### src/rtl/cal_alarm_match.sv
module cal_alarm_match #(
  parameter int SYNC_TICKS = 2
) (
  input  logic        clk,
  input  logic        rst_n,
  input  logic        slow_ce,
  input  logic        tick,
  input  logic [6:0]  cal_sec,
  input  logic [6:0]  cal_min,
  input  logic [5:0]  cal_hour,
  input  logic        cal_pm,
  input  logic [5:0]  cal_mday,
  input  logic [2:0]  cal_wday,
  input  logic        wr_en,
  input  logic [1:0]  wr_sel,
  input  logic [31:0] wr_data,
  output logic [31:0] alarm_word,
  output logic        alarm_en,
  output logic        alarm_ie,
  output logic        wr_allowed,
  output logic        alarm_flag,
  output logic        irq
);
  localparam int CW = $clog2(SYNC_TICKS + 1);

  logic [31:0]   word_q;
  logic          en_q, ie_q, wa_q, flag_q, prev_q;
  logic [CW-1:0] cnt_q;

  wire wr_ctrl = wr_en && (wr_sel == 2'd0);
  wire wr_word = wr_en && (wr_sel == 2'd1);
  wire wr_clr  = wr_en && (wr_sel == 2'd2);

  wire sec_ok = word_q[7]  | (word_q[6:0] == cal_sec);
  wire min_ok = word_q[15] | (word_q[14:8] == cal_min);
  wire hr_ok  = word_q[23] | ((word_q[21:16] == cal_hour) && (word_q[22] == cal_pm));
  wire day_ok = word_q[31] | (word_q[30] ? (word_q[27:24] == {1'b0, cal_wday})
                                         : (word_q[29:24] == cal_mday));
  wire hit    = sec_ok & min_ok & hr_ok & day_ok;
  wire fire   = tick & hit & ~prev_q & en_q;

  always_ff @(posedge clk) begin
    if (!rst_n) begin
      en_q <= 1'b0;
      ie_q <= 1'b0;
    end else if (wr_ctrl) begin
      en_q <= wr_data[0];
      ie_q <= wr_data[1];
    end
  end

  always_ff @(posedge clk) begin
    if (!rst_n || en_q || (wr_ctrl && wr_data[0])) begin
      wa_q  <= 1'b0;
      cnt_q <= '0;
    end else if (!wa_q && slow_ce) begin
      if (cnt_q == CW'(SYNC_TICKS - 1)) wa_q <= 1'b1;
      else cnt_q <= cnt_q + 1'b1;
    end
  end

  always_ff @(posedge clk) begin
    if (!rst_n) word_q <= '0;
    else if (wr_word && wa_q && !en_q) word_q <= wr_data;
  end

  always_ff @(posedge clk) begin
    if (!rst_n) begin
      prev_q <= 1'b0;
      flag_q <= 1'b0;
    end else begin
      if (tick) prev_q <= hit;
      if (fire) flag_q <= 1'b1;
      else if (wr_clr && wr_data[0]) flag_q <= 1'b0;
    end
  end

  assign alarm_word = word_q;
  assign alarm_en   = en_q;
  assign alarm_ie   = ie_q;
  assign wr_allowed = wa_q;
  assign alarm_flag = flag_q;
  assign irq        = flag_q & ie_q;

  assert_flag_source_R7: assert property (@(posedge clk) disable iff (!rst_n)
    $rose(flag_q) |-> $past(tick && en_q));
  assert_word_guard_R6: assert property (@(posedge clk) disable iff (!rst_n)
    !$stable(word_q) |-> $past(wa_q && !en_q && wr_word));
  assert_permit_rise_R5: assert property (@(posedge clk) disable iff (!rst_n)
    $rose(wa_q) |-> ($past(slow_ce) && !en_q));
  assert_permit_drop_R5: assert property (@(posedge clk) disable iff (!rst_n)
    $rose(en_q) |-> !wa_q);
  assert_clear_only_R9: assert property (@(posedge clk) disable iff (!rst_n)
    $fell(flag_q) |-> $past(wr_clr && wr_data[0]));
endmodule

### config.mk
export PLATFORM = sky130hd
export DESIGN_NAME = cal_alarm_match
export DESIGN_NICKNAME = d
export VERILOG_FILES = /design/src/rtl/cal_alarm_match.sv
export SDC_FILE = /design/constraint.sdc
export NUM_CORES = 1
export LEC_CHECK = 0
export BUFFER_PORTS_ARGS = -buffer_cell sky130_fd_sc_hd__clkbuf_2
export CELL_PAD_IN_SITES_DETAIL_PLACEMENT = 1
export CELL_PAD_IN_SITES_GLOBAL_PLACEMENT = 1
export CORE_ASPECT_RATIO = 0.9
export CORE_MARGIN = 4
export CORE_UTILIZATION = 32
export DETAILED_ROUTE_END_ITERATION = 16
export PLACE_DENSITY_LB_ADDON = 0.08
export SYNTH_ARGS = -nofsm -noshare
export SYNTH_HDL_FRONTEND = slang
export SYNTH_SLANG_ARGS = --single-unit
### constraint.sdc
create_clock -name clk -period 3.15 [get_ports clk]
set_clock_uncertainty 0.2 [all_clocks]
set_input_delay 0.1575 -clock clk [delete_from_list [all_inputs] [get_ports clk]]
set_output_delay 0.1575 -clock clk [all_outputs]
set_load 0.1 [all_outputs]
==> summary.md <==
| Metric | Value |
|---|---|
| Final Core Density | 52.9% |
| Core ar. | 5380 um2 |
| CTS Buf Count | 5 |
| Met3 GRT Util | 5.47% |
| CTS Buffer Depth | 2 |
| Die Y | 79.7 um |
| Register-to-register setup slack | 1150 ps |
| Leak | 1.24 nW |
| GRT Total Usage | 18.8% |
| Worst r2r dst | alarm_flag |
| H-Tree Depth | 2 |
| Sequential fraction of the synthesis area | 42.7% |
| # diodes | 0 |
| Top cells by area, synth | dfxtp_1 43%, a21boi_0 14%, nand2_1 14% |
| Yosys cell types | 29 |
| Rel. slew slack | 54.9% |
| Max VDD drop | 242 uV |
| Row Count | 25 |
| Max cap viols | 0 |
| Clk_lat worst skew | 290 ps |
| Yosys top cell area share | 42.7% |
| Layout cell share with drive strength beyond 1 | 33.1% |
| Global-route wire length before repair | 10,100 um |
| Worst path cell trace | xor2_1, or4_1, o41ai_1, o2111ai_1, o31ai_2 |
| Worst r2r path cells | 5 |
| Synth Instances | 217 |
| Critical path type | reg -> reg |
| Fmax | 0.500 GHz |
| Worst path max stage delay | 530 ps |
| Final max-slew violation count | 0 |
| Post-Syn Area | 1830 um2 |
| CP endpoint kind | flip-flop |
| Hold Vio Cnt, Final | 0 |
| Kind of cell adding the most delay to the critical path | compound AO/OA/AOI/OAI gates |
| Die W | 87.6 um |
| RSZ-0062 raised after global routing | false |
| Required time worst endpoint | 3170 ps |
| DR vias | 1,940 |
| Antenna violations before repair | 0 |
| Mean area per synthesized cell | 8.42 um2 |
| Total grt overflow | 0 |
| DRT iter0 DRCs | 36 |
| Slowest-stage cell, CP | or4_1 |
| Final min period | 2000 ps |
| Clock sinks | 39 |
| CTS resizes | 0 |
| Met1 GRT Util | 23.1% |
| Area leader, netlist | dfxtp_1 |
| DRC viols | 0 |
| Final setup vio count | 0 |
| Largest net degree at the start of global routing | 39 |
| Reg2reg start | alarm_word[29] |
| Status | completed |
| GR met2 Demand/Resource | 32.5% |
| CP Buf/Inv Count | 0 |
| Crit-path max FO | 3 |
| Root buffer cell | clkbuf_8 |
| Gr busiest metal | met2 |
| Final #Nets | 425 |
| Synthesis-to-layout area growth | 55.8% |
| Worst Path Arrival | 2020 ps |
| Routed WL per cell | 14.7 um |
| Worst-Margin Slew | 676 ps |
| Syn nets | 287 |
| HP Class | in -> reg |
| Initial core utilization | 34.0% |
| Hold Crit Depth | 4 |
| CP Launch Type | flip-flop |
| Die footprint | 6980 um2 |
| Hpwl dp | 4390 um |
| Fin Setup TNS | 0 ps |
| Number of vias per cell | 4.59 |
| CTS tree | built |
| Worst Min Path Start | wr_en |
| I/O Buffers | 105 |
| Hold Path End | alarm_flag |
| DRT Pass-1 Iters | 4 |
| Tcrit/Tclk final | 63.5% |
| Power Dens Cells | 362 nW/um2 |
| Clock transition at the registers of the reported paths | 80 ps |
| I/O pin total | 106 |
| Vias in the first global route | 2,012 |
| Final wirelength | 6210 um |
| RD Place Congestion | 0.736 |
| ANT nets after route | 0 |
| Yosys warns | 0 |
| Seq cells post-synth | 39 |
-- cell type report --
| cell class | instances | area (um2) |
|---|---|---|
| inverters | 1 | 3.75 |
| flip-flops and latches | 39 | 781 |
| clock buffers | 5 | 68.8 |
| clock inverters | 3 | 15.0 |
| multi-input cells | 166 | 1010 |
| fillers | 680 | 2530 |
| repair buffers | 142 | 888 |
| well taps | 67 | 83.8 |
-- through the flow --
stage | total power, W | setup WS, ps | area [um2] | instances | hold slack (ps)
floorplan | 0.000609 | 626 | 1830 | 217 | 98.2
finish | 0.00103 | 1150 | 2850 | 423 | 11.1
global route | 0.00109 | 1030 | 2850 | 423 | 35.5
CTS | 0.00104 | 1100 | 2850 | 423 | 15.3
detailed placement | 0.000675 | 1140 | 2420 | 381 | 202
global placement | 0.000673 | 1230 | 2420 | 381 | 197
-- worst register-to-register path: stages (launching register included) --
cell and delay [ps]:
dfxtp_1 340, xor2_1 160, or4_1 530, o41ai_1 260, o2111ai_1 210, o31ai_2 230
-- per-layer routing --
metal,part of all wire [%],wire (um)
met1,42,2630
met2,50,3100
met3,6.7,419
met4,0.92,57
met5,0,0
-- how the worst max path moves through the flow --
stage,cells after the start,startpoint,slack [ps],end
2_1_floorplan,5,alarm_word[29],630,alarm_flag
3_3_place_gp,5,alarm_word[29],1230,alarm_flag
3_5_place_dp,5,alarm_word[29],1140,alarm_flag
4_1_cts,5,alarm_word[29],1100,alarm_flag
5_1_grt,5,alarm_word[29],1030,alarm_flag
6_report,5,alarm_word[29],1150,alarm_flag
-- registers in the layout (all words and copies together), names as in the netlist --
signal,count
alarm_word,32
cnt_q,2
alarm_flag,1
wr_allowed,1
alarm_en,1
prev_q,1
alarm_ie,1
-- cell families after synthesis --
family,after synthesis,share of synthesized area (%)
adder cells (fa/ha/maj),1,0.685
buffers and inverters,12,2.47
XOR/XNOR,31,14.9
flip-flops,39,42.7
AO/OA/AOI/OAI,45,18.6
AND/OR/NAND/NOR,89,20.7
-- where the power goes --
part           switching [W]  internal (W)
Clock               0.000182      0.000152
Sequential        0.00000779      0.000502
Combinational      0.0000947     0.0000920
-- cell usage in the layout, fill, tap and decap left out --
cell type	n
clkbuf_2	105
nand2_1	69
dfxtp_1	39
a21boi_0	35
dlygate4sd3_1	34
xnor2_1	18
xor2_1	13
clkbuf_8	5
nor2_1	4
o21ai_0	3
nand4_1	3
clkinv_2	3
buf_4	3
nand2b_1	2
nor4_1	2
and2_1	1
nor3_2	1
or3_1	1
nand3b_1	1
nor3b_1	1
a21oi_1	1
a211oi_1	1
a41o_1	1
or4_1	1
nor2b_1	1
a41oi_1	1
o41ai_1	1
o2111ai_1	1
nand4b_1	1
nand3_1	1
o31ai_2	1
inv_1	1
ha_1	1
-- cells in the mapped netlist --
| library cell | n |
|---|---|
| ha_1 | 1 |
| xor2_1 | 13 |
| or3_1 | 1 |
| nand2_1 | 69 |
| a41oi_1 | 1 |
| xnor2_1 | 18 |
| inv_1 | 1 |
| dfxtp_1 | 39 |
| nand3_1 | 1 |
| and2_1 | 1 |
| a21boi_0 | 35 |
| o31ai_2 | 1 |
| nor3_1 | 1 |
| nand4_1 | 3 |
| nor4_1 | 2 |
| nor3b_1 | 1 |
| o2111ai_1 | 1 |
| nand3b_1 | 1 |
| nor2_1 | 4 |
| nand2b_1 | 2 |
| or4_1 | 1 |
| a21oi_1 | 1 |
| nor2b_1 | 1 |
| o21ai_0 | 3 |
| clkbuf_1 | 11 |
| nand4b_1 | 1 |
| a41o_1 | 1 |
| a211oi_1 | 1 |
| o41ai_1 | 1 |
-- repair_timing --
item,CTS,global route
endpoints found under the hold margin,36,0
setup buffers,0,0
hold buffers,34,0
Note: power is estimated with default switching activity, not from simulation.
